$ cat src/rtl/ddr_trk_pkg.sv
package ddr_trk_pkg;

    localparam int CMD_COUNT = 9;

    typedef enum logic [3:0] {
        CMD_NOP  = 4'd0,
        CMD_ACT  = 4'd1,
        CMD_RD   = 4'd2,
        CMD_WR   = 4'd3,
        CMD_PRE  = 4'd4,
        CMD_REF  = 4'd5,
        CMD_MRS  = 4'd6,
        CMD_EMRS = 4'd7,
        CMD_BST  = 4'd8
    } cmd_e;

    typedef enum logic [1:0] {
        PWR_ACTIVE   = 2'd0,
        PWR_PDN_IDLE = 2'd1,
        PWR_PDN_OPEN = 2'd2,
        PWR_SELF_REF = 2'd3
    } pwr_e;

endpackage

$ cat src/rtl/ddr_cmd_decode.sv
module ddr_cmd_decode
    import ddr_trk_pkg::*;
#(
    parameter int BA_W = 2
) (
    input  logic            ras_n,
    input  logic            cas_n,
    input  logic            we_n,
    input  logic [BA_W-1:0] ba,
    output cmd_e            cmd
);

    always_comb begin
        unique case ({ras_n, cas_n, we_n})
            3'b111:  cmd = CMD_NOP;
            3'b011:  cmd = CMD_ACT;
            3'b101:  cmd = CMD_RD;
            3'b100:  cmd = CMD_WR;
            3'b010:  cmd = CMD_PRE;
            3'b001:  cmd = CMD_REF;
            3'b000:  cmd = (ba == '0) ? CMD_MRS : CMD_EMRS;
            3'b110:  cmd = CMD_BST;
            default: cmd = CMD_NOP;
        endcase
    end

endmodule

$ cat src/rtl/ddr_bank_state.sv
module ddr_bank_state
    import ddr_trk_pkg::*;
#(
    parameter int NUM_BANKS = 4,
    parameter int BA_W      = 2,
    parameter int ADDR_W    = 13,
    parameter int AP_BIT    = 10
) (
    input  logic                 clk,
    input  logic                 rst_n,
    input  logic                 cmd_en,
    input  cmd_e                 cmd,
    input  logic [BA_W-1:0]      ba,
    input  logic [ADDR_W-1:0]    addr,
    output logic [NUM_BANKS-1:0] bank_open,
    output logic                 tgt_open,
    output logic                 all_idle
);

    logic ap_flag;
    assign ap_flag  = addr[AP_BIT];
    assign tgt_open = bank_open[ba];
    assign all_idle = (bank_open == '0);

    for (genvar b = 0; b < NUM_BANKS; b++) begin : g_bank
        logic hit;
        assign hit = (ba == BA_W'(b));

        always_ff @(posedge clk) begin
            if (!rst_n) begin
                bank_open[b] <= 1'b0;
            end else if (cmd_en) begin
                case (cmd)
                    CMD_ACT: if (hit) bank_open[b] <= 1'b1;
                    CMD_PRE: if (hit || ap_flag) bank_open[b] <= 1'b0;
                    CMD_RD,
                    CMD_WR:  if (hit && ap_flag) bank_open[b] <= 1'b0;
                    default: ;
                endcase
            end
        end
    end

endmodule

$ cat src/rtl/ddr_pwr_fsm.sv
module ddr_pwr_fsm
    import ddr_trk_pkg::*;
(
    input  logic clk,
    input  logic rst_n,
    input  logic cke,
    input  logic sr_req,
    input  logic all_idle,
    output pwr_e eff_state
);

    pwr_e state_q;
    pwr_e state_d;

    // state register
    always_ff @(posedge clk) begin
        if (!rst_n) state_q <= PWR_ACTIVE;
        else        state_q <= state_d;
    end

    // outputs: self-refresh exit is visible as soon as cke is high
    always_comb begin
        eff_state = state_q;
        if (state_q == PWR_SELF_REF && cke) eff_state = PWR_ACTIVE;
    end

    // next-state logic
    always_comb begin
        state_d = eff_state;
        unique case (eff_state)
            PWR_ACTIVE: begin
                if (!cke) begin
                    if (!all_idle)   state_d = PWR_PDN_OPEN;
                    else if (sr_req) state_d = PWR_SELF_REF;
                    else             state_d = PWR_PDN_IDLE;
                end
            end
            PWR_PDN_IDLE,
            PWR_PDN_OPEN: if (cke) state_d = PWR_ACTIVE;
            PWR_SELF_REF: state_d = PWR_SELF_REF;
            default:      state_d = PWR_ACTIVE;
        endcase
    end

endmodule

$ cat src/rtl/ddr_cmd_tracker.sv
module ddr_cmd_tracker
    import ddr_trk_pkg::*;
#(
    parameter int NUM_BANKS = 4,
    parameter int ADDR_W    = 13,
    parameter int AP_BIT    = 10,
    localparam int BA_W     = $clog2(NUM_BANKS)
) (
    input  logic                 clk,
    input  logic                 rst_n,
    input  logic                 cke,
    input  logic                 cs_n,
    input  logic                 ras_n,
    input  logic                 cas_n,
    input  logic                 we_n,
    input  logic [BA_W-1:0]      ba,
    input  logic [ADDR_W-1:0]    addr,
    output logic [CMD_COUNT-1:0] cmd_strobe,
    output logic [NUM_BANKS-1:0] bank_open,
    output logic [1:0]           pwr_state,
    output logic                 violation
);

    cmd_e                 cmd;
    pwr_e                 pstate;
    logic                 in_active;
    logic                 cmd_ok;
    logic                 sr_req;
    logic                 tgt_open;
    logic                 all_idle;
    logic                 is_rw;
    logic                 viol_d;
    logic [CMD_COUNT-1:0] strobe_d;

    ddr_cmd_decode #(.BA_W(BA_W)) u_dec (
        .ras_n (ras_n),
        .cas_n (cas_n),
        .we_n  (we_n),
        .ba    (ba),
        .cmd   (cmd)
    );

    ddr_bank_state #(
        .NUM_BANKS (NUM_BANKS),
        .BA_W      (BA_W),
        .ADDR_W    (ADDR_W),
        .AP_BIT    (AP_BIT)
    ) u_banks (
        .clk       (clk),
        .rst_n     (rst_n),
        .cmd_en    (cmd_ok),
        .cmd       (cmd),
        .ba        (ba),
        .addr      (addr),
        .bank_open (bank_open),
        .tgt_open  (tgt_open),
        .all_idle  (all_idle)
    );

    ddr_pwr_fsm u_pwr (
        .clk       (clk),
        .rst_n     (rst_n),
        .cke       (cke),
        .sr_req    (sr_req),
        .all_idle  (all_idle),
        .eff_state (pstate)
    );

    assign in_active = (pstate == PWR_ACTIVE);
    assign cmd_ok    = in_active && cke && !cs_n;
    assign sr_req    = !cs_n && (cmd == CMD_REF);
    assign is_rw     = (cmd == CMD_RD) || (cmd == CMD_WR);
    assign pwr_state = pstate;

    for (genvar i = 0; i < CMD_COUNT; i++) begin : g_strobe
        assign strobe_d[i] = cmd_ok && (cmd == cmd_e'(i));
    end

    always_comb begin
        viol_d = 1'b0;
        if (cmd_ok) begin
            if (cmd == CMD_ACT && tgt_open)  viol_d = 1'b1;
            if (is_rw && !tgt_open)          viol_d = 1'b1;
            if ((cmd == CMD_REF || cmd == CMD_MRS || cmd == CMD_EMRS) && !all_idle)
                viol_d = 1'b1;
        end
        if (in_active && !cke && !cs_n) begin
            if (is_rw)                       viol_d = 1'b1;
            if (cmd == CMD_REF && !all_idle) viol_d = 1'b1;
        end
    end

    always_ff @(posedge clk) begin
        if (!rst_n) begin
            cmd_strobe <= '0;
            violation  <= 1'b0;
        end else begin
            cmd_strobe <= strobe_d;
            violation  <= viol_d;
        end
    end

endmodule

$ cat config.mk
export PLATFORM = sky130hd
export DESIGN_NAME = ddr_cmd_tracker
export DESIGN_NICKNAME = d
export VERILOG_FILES = /design/src/rtl/ddr_trk_pkg.sv /design/src/rtl/ddr_cmd_decode.sv /design/src/rtl/ddr_bank_state.sv /design/src/rtl/ddr_pwr_fsm.sv /design/src/rtl/ddr_cmd_tracker.sv
export SDC_FILE = /design/constraint.sdc
export NUM_CORES = 1
export LEC_CHECK = 0
export ABC_AREA = 1
export BUFFER_PORTS_ARGS = -buffer_cell sky130_fd_sc_hd__buf_2
export CORE_MARGIN = 1
export CORE_UTILIZATION = 52
export DETAILED_ROUTE_END_ITERATION = 6
export HOLD_SLACK_MARGIN = 0.05
export PLACE_DENSITY = 0.92
export SLEW_MARGIN = 15
export SYNTH_ARGS = -nofsm -noshare
export SYNTH_HDL_FRONTEND = slang
export SYNTH_HIERARCHICAL = 1
export SYNTH_SLANG_ARGS = --single-unit
$ cat constraint.sdc
create_clock -name clk -period 2.6 [get_ports clk]
set_input_delay 0.26 -clock clk [delete_from_list [all_inputs] [get_ports clk]]
set_output_delay 0.26 -clock clk [all_outputs]
set_load 0.01 [all_outputs]
==> summary.md <==
* 29 — violation count after the first detailed-route iteration
* u_pwr/state_q[0] — R2R Path End
* sky130_fd_sc_hd__clkbuf_4 — Clock Tree Root
* 19.00% — growth of design area from synthesis to finish
* 320.3 um2 — FF/Latch Area
* 16 — number of sinks handled by clock tree synthesis
* no — RSZ-0062 raised after global routing
* 11 — largest net degree at the start of global routing
* 1 — deepest level of the CTS H-tree
* 2312 um — Final Routed Wirelength
* 1,181 — via count
* inv_1, a21oi_1, buf_2 — CP cell instances
* 191 — Post-Synthesis Net Count
* 616.8 um2 — multi-input logic area
* sky130_fd_sc_hd__dfxtp_1 30%, sky130_fd_sc_hd__nand2_1 16%, sky130_fd_sc_hd__inv_1 10% — top area cells in the synthesized netlist
* output port — kind of end point of the critical path
* 25 — input/output buffers
* 1771 um — Detail Placement HPWL
* 0.001821 mm2 — CORE AREA
* 2340 ps — Data required, critical path
* 0 — number of endpoints with negative hold slack in the final report
* 0.204 — Clock Power Share
* 11.18 ps — worst-case clock skew
* 0 — fraction of synthesis flops using an asynchronous set or reset pin
* 47.01 um — horizontal die dimension
* 0 — number of nets still failing antenna checks after routing
* rst_n — hold_sp
* 167 — number of instances in the synthesized netlist
* 47.01 um — die outline height
* 0 — postcts setup bufs
* 3 — number of cells traversed by the worst hold path
* 5 — highest fanout seen on the critical path
* 0.001217 mm2 — cell area after placement
* 634.3 mW/mm2 — pwr/cell area
* 0.0003228 W — Psw
* u_pwr/state_q[1] — Worst Hold End
* 5.320 — detail-routed via count per cell
* 0 — setup-violating endpoint count in the final report
* built — CTS tree
* u_pwr/state_q[1] — Worst R2R Start
* 0 — final count of pins violating max slew
* 3 — CTS Buf Count
* 290 ps — Skew-Pair Late Insertion Delay
* 0 — Resized cells post-CTS
* 0.001054 mm2 — Post-Syn Area
* flop to output port — start-to-end type of the worst setup path
* 16 — flops & latches, synth
* sky130_fd_sc_hd__nand2_1 — cell with the most instances after synthesis
* 0.2589 — share of final-layout standard cells stronger than drive strength 1
* 168 — filler instances
* 0.6316 — share of the cycle needed by the critical path after routing
* flop — kind of launch point of the worst setup path
* 6.308 um2 — synthesized area per cell
* 0.3040 — sequential cell area fraction in the yosys report
* 0 — number of max-cap violations
* 1380 ps — arrival time at the worst endpoint
* 0.6773 nW — Leak
* finished, final reports clean — run status
* 3995 um — global-route wire length before repair
* 1,052 — number of global-route vias before repair
* 0.4060 — proportion of total power due to net switching
* 0.5743 — Slew Limit Headroom
* 636.2 ps — Tightest Pin Transition
* 10.41 um — wire per inst
* 0.0004723 W — cell internal power dissipation
* primary input to flop — HP Class
* 2 — number of buffers on the longest clock path
* 0.431 — relative contribution of combinational cells to total power
* 0.2522 — global-route total usage across every layer
* 0.3040 — Yosys top cell area share
* 0 — drc violations
* 0 ps — total negative setup slack
* 0 — number of antenna violations at the first check in global routing
* 0.8722 — final weighted congestion in routability-driven placement
* 0.001254 mm2 — Final Instance Area
* 0 — post-cts hold buffer count
* 608.9 MHz — highest attainable clock frequency
* 6 — Yosys Warn Count
* 410 ps — Slowest Stage Delay on Critical Path
* flip-flops — kind of cell with the highest combined delay on the critical path
* 2 — count of buffering cells on the critical path with inverters included
* sky130_fd_sc_hd__dfxtp_1 — leading register cell type out of synthesis
* 100 ps — clock-pin slew on the worst setup and hold paths
* 38 — total I/O pin count
* 0.364 — sequential share of power
* sky130_fd_sc_hd__dfxtp_1 — cell type with the largest total area after synthesis
* 0.002210 mm2 — Total Die Area
* 21 — Yosys cell types
* 15 — row count
* 4 — TritonRoute pass-1 iters
* 45 x sky130_fd_sc_hd__nand2_1, 28 x sky130_fd_sc_hd__inv_1, 24 x sky130_fd_sc_hd__nor2_1 — top cell types by occurrence after synthesis
* 0 — residual overflow from global routing
* 990 ps — setup slack on the worst flop-to-flop path
* 0 — total inserted antenna cells
* sky130_fd_sc_hd__dfxtp_1 — standard cell with the maximum stage delay on the critical path
* 0.5135 mV — Peak VDD IR
* 222 — Final #Nets
* 8 — worst reg-to-reg path cell count
* 1642 ps — fin crit period
* 0 — number of flops mapped to enable cells by yosys
* 0.5787 — initial cell density of the core
worst register-to-register path, stage by stage (launching register included):
cell and delay, ps:
sky130_fd_sc_hd__dfxtp_1 410, sky130_fd_sc_hd__inv_1 60, sky130_fd_sc_hd__a21oi_1 390, sky130_fd_sc_hd__inv_1 100
sky130_fd_sc_hd__ha_1 220, sky130_fd_sc_hd__inv_1 90, sky130_fd_sc_hd__o21ai_0 100, sky130_fd_sc_hd__nand2_1 90
sky130_fd_sc_hd__a21oi_1 40
cell type report:
class                   count  share of cell area
clock buffers               4             0.02894
inverters                  31             0.09281
multi-input cells         120              0.4920
flip-flops and latches     16              0.2555
well taps                  25             0.02495
repair buffers             26              0.1058
worst max-delay path by stage:
stage / end / cells after the start / slack, ps / from
CTS: pwr_state[1] / 3 / 970 / u_pwr/state_q[1]
finish: pwr_state[1] / 3 / 960 / u_pwr/state_q[1]
detailed placement: u_banks/bank_open[1] / 11 / 810 / cas_n
global route: pwr_state[1] / 3 / 880 / u_pwr/state_q[1]
floorplan: u_pwr/state_q[1] / 13 / 1040 / ras_n
global placement: u_banks/bank_open[0] / 11 / 860 / cas_n
flip-flops by register name, summed over array words and instances, names as in the netlist:
| signal | cells |
|---|---|
| cmd_strobe | 9 |
| u_pwr/state_q | 2 |
| u_banks/bank_open | 4 |
| violation | 1 |
metal layers:
layer | vias to the layer above | track usage | wire (um)
met4 | 0 | 0.09714 | 44
met1 | 537 | 0.2977 | 967
met2 | 49 | 0.4361 | 1142
met5 | - | 0 | 0
met3 | 9 | 0.06538 | 158
li1 | 586 | - | -
per-stage QoR:
| step | hold slack (ps) | utilization | worst slack (ps) | power (W) | cells |
|---|---|---|---|---|---|
| 2_1_floorplan | 380.4 | - | 1037 | 0.0005426 | 167 |
| 3_3_place_gp | 546.2 | 0.6687 | 858.0 | 0.0006096 | 218 |
| 3_5_place_dp | 555.5 | 0.6687 | 811.0 | 0.0006303 | 218 |
| 4_1_cts | 264.9 | 0.6887 | 967.4 | 0.0007927 | 222 |
| 5_1_grt | 266.8 | 0.6887 | 875.2 | 0.0008619 | 222 |
| 6_report | 269.8 | 0.6887 | 957.8 | 0.0007952 | 222 |
placed cells by master (no fill, tap or decap), types with 2 or more instances in the layout:
master                      n
sky130_fd_sc_hd__a21oi_1    6
sky130_fd_sc_hd__buf_2     25
sky130_fd_sc_hd__clkbuf_4   3
sky130_fd_sc_hd__dfxtp_1   16
sky130_fd_sc_hd__ha_1       2
sky130_fd_sc_hd__inv_1     28
sky130_fd_sc_hd__inv_2      3
sky130_fd_sc_hd__nand2_1   45
sky130_fd_sc_hd__nand2_2    3
sky130_fd_sc_hd__nand3_1   10
sky130_fd_sc_hd__nand3_2    3
sky130_fd_sc_hd__nand4_1    5
sky130_fd_sc_hd__nor2_1    24
sky130_fd_sc_hd__nor2_2     5
sky130_fd_sc_hd__nor2_4     4
sky130_fd_sc_hd__nor3_1     2
sky130_fd_sc_hd__nor4_1     4
sky130_fd_sc_hd__o21ai_0    2
kinds of logic (layout without fill, tap and decap cells):
kind of cell / Yosys count / after routing / share of synthesized area
AOI/OAI and AO/OA: 10 / 10 / 0.05226
adders and majority gates: 2 / 2 / 0.02375
buffers and inverters: 31 / 61 / 0.1104
DFF: 16 / 16 / 0.3040
and+or+nand+nor: 108 / 108 / 0.5095
power by group through the flow:
stage	logic (W)	registers, W	clock network, W
2_1_floorplan	0.000248	0.000295	0
3_3_place_gp	0.000318	0.000291	0
3_5_place_dp	0.000336	0.000294	0
4_1_cts	0.000340	0.000288	0.000164
5_1_grt	0.000391	0.000292	0.000179
6_report	0.000343	0.000290	0.000163
No activity file was read; power rests on OpenSTA's default activity.
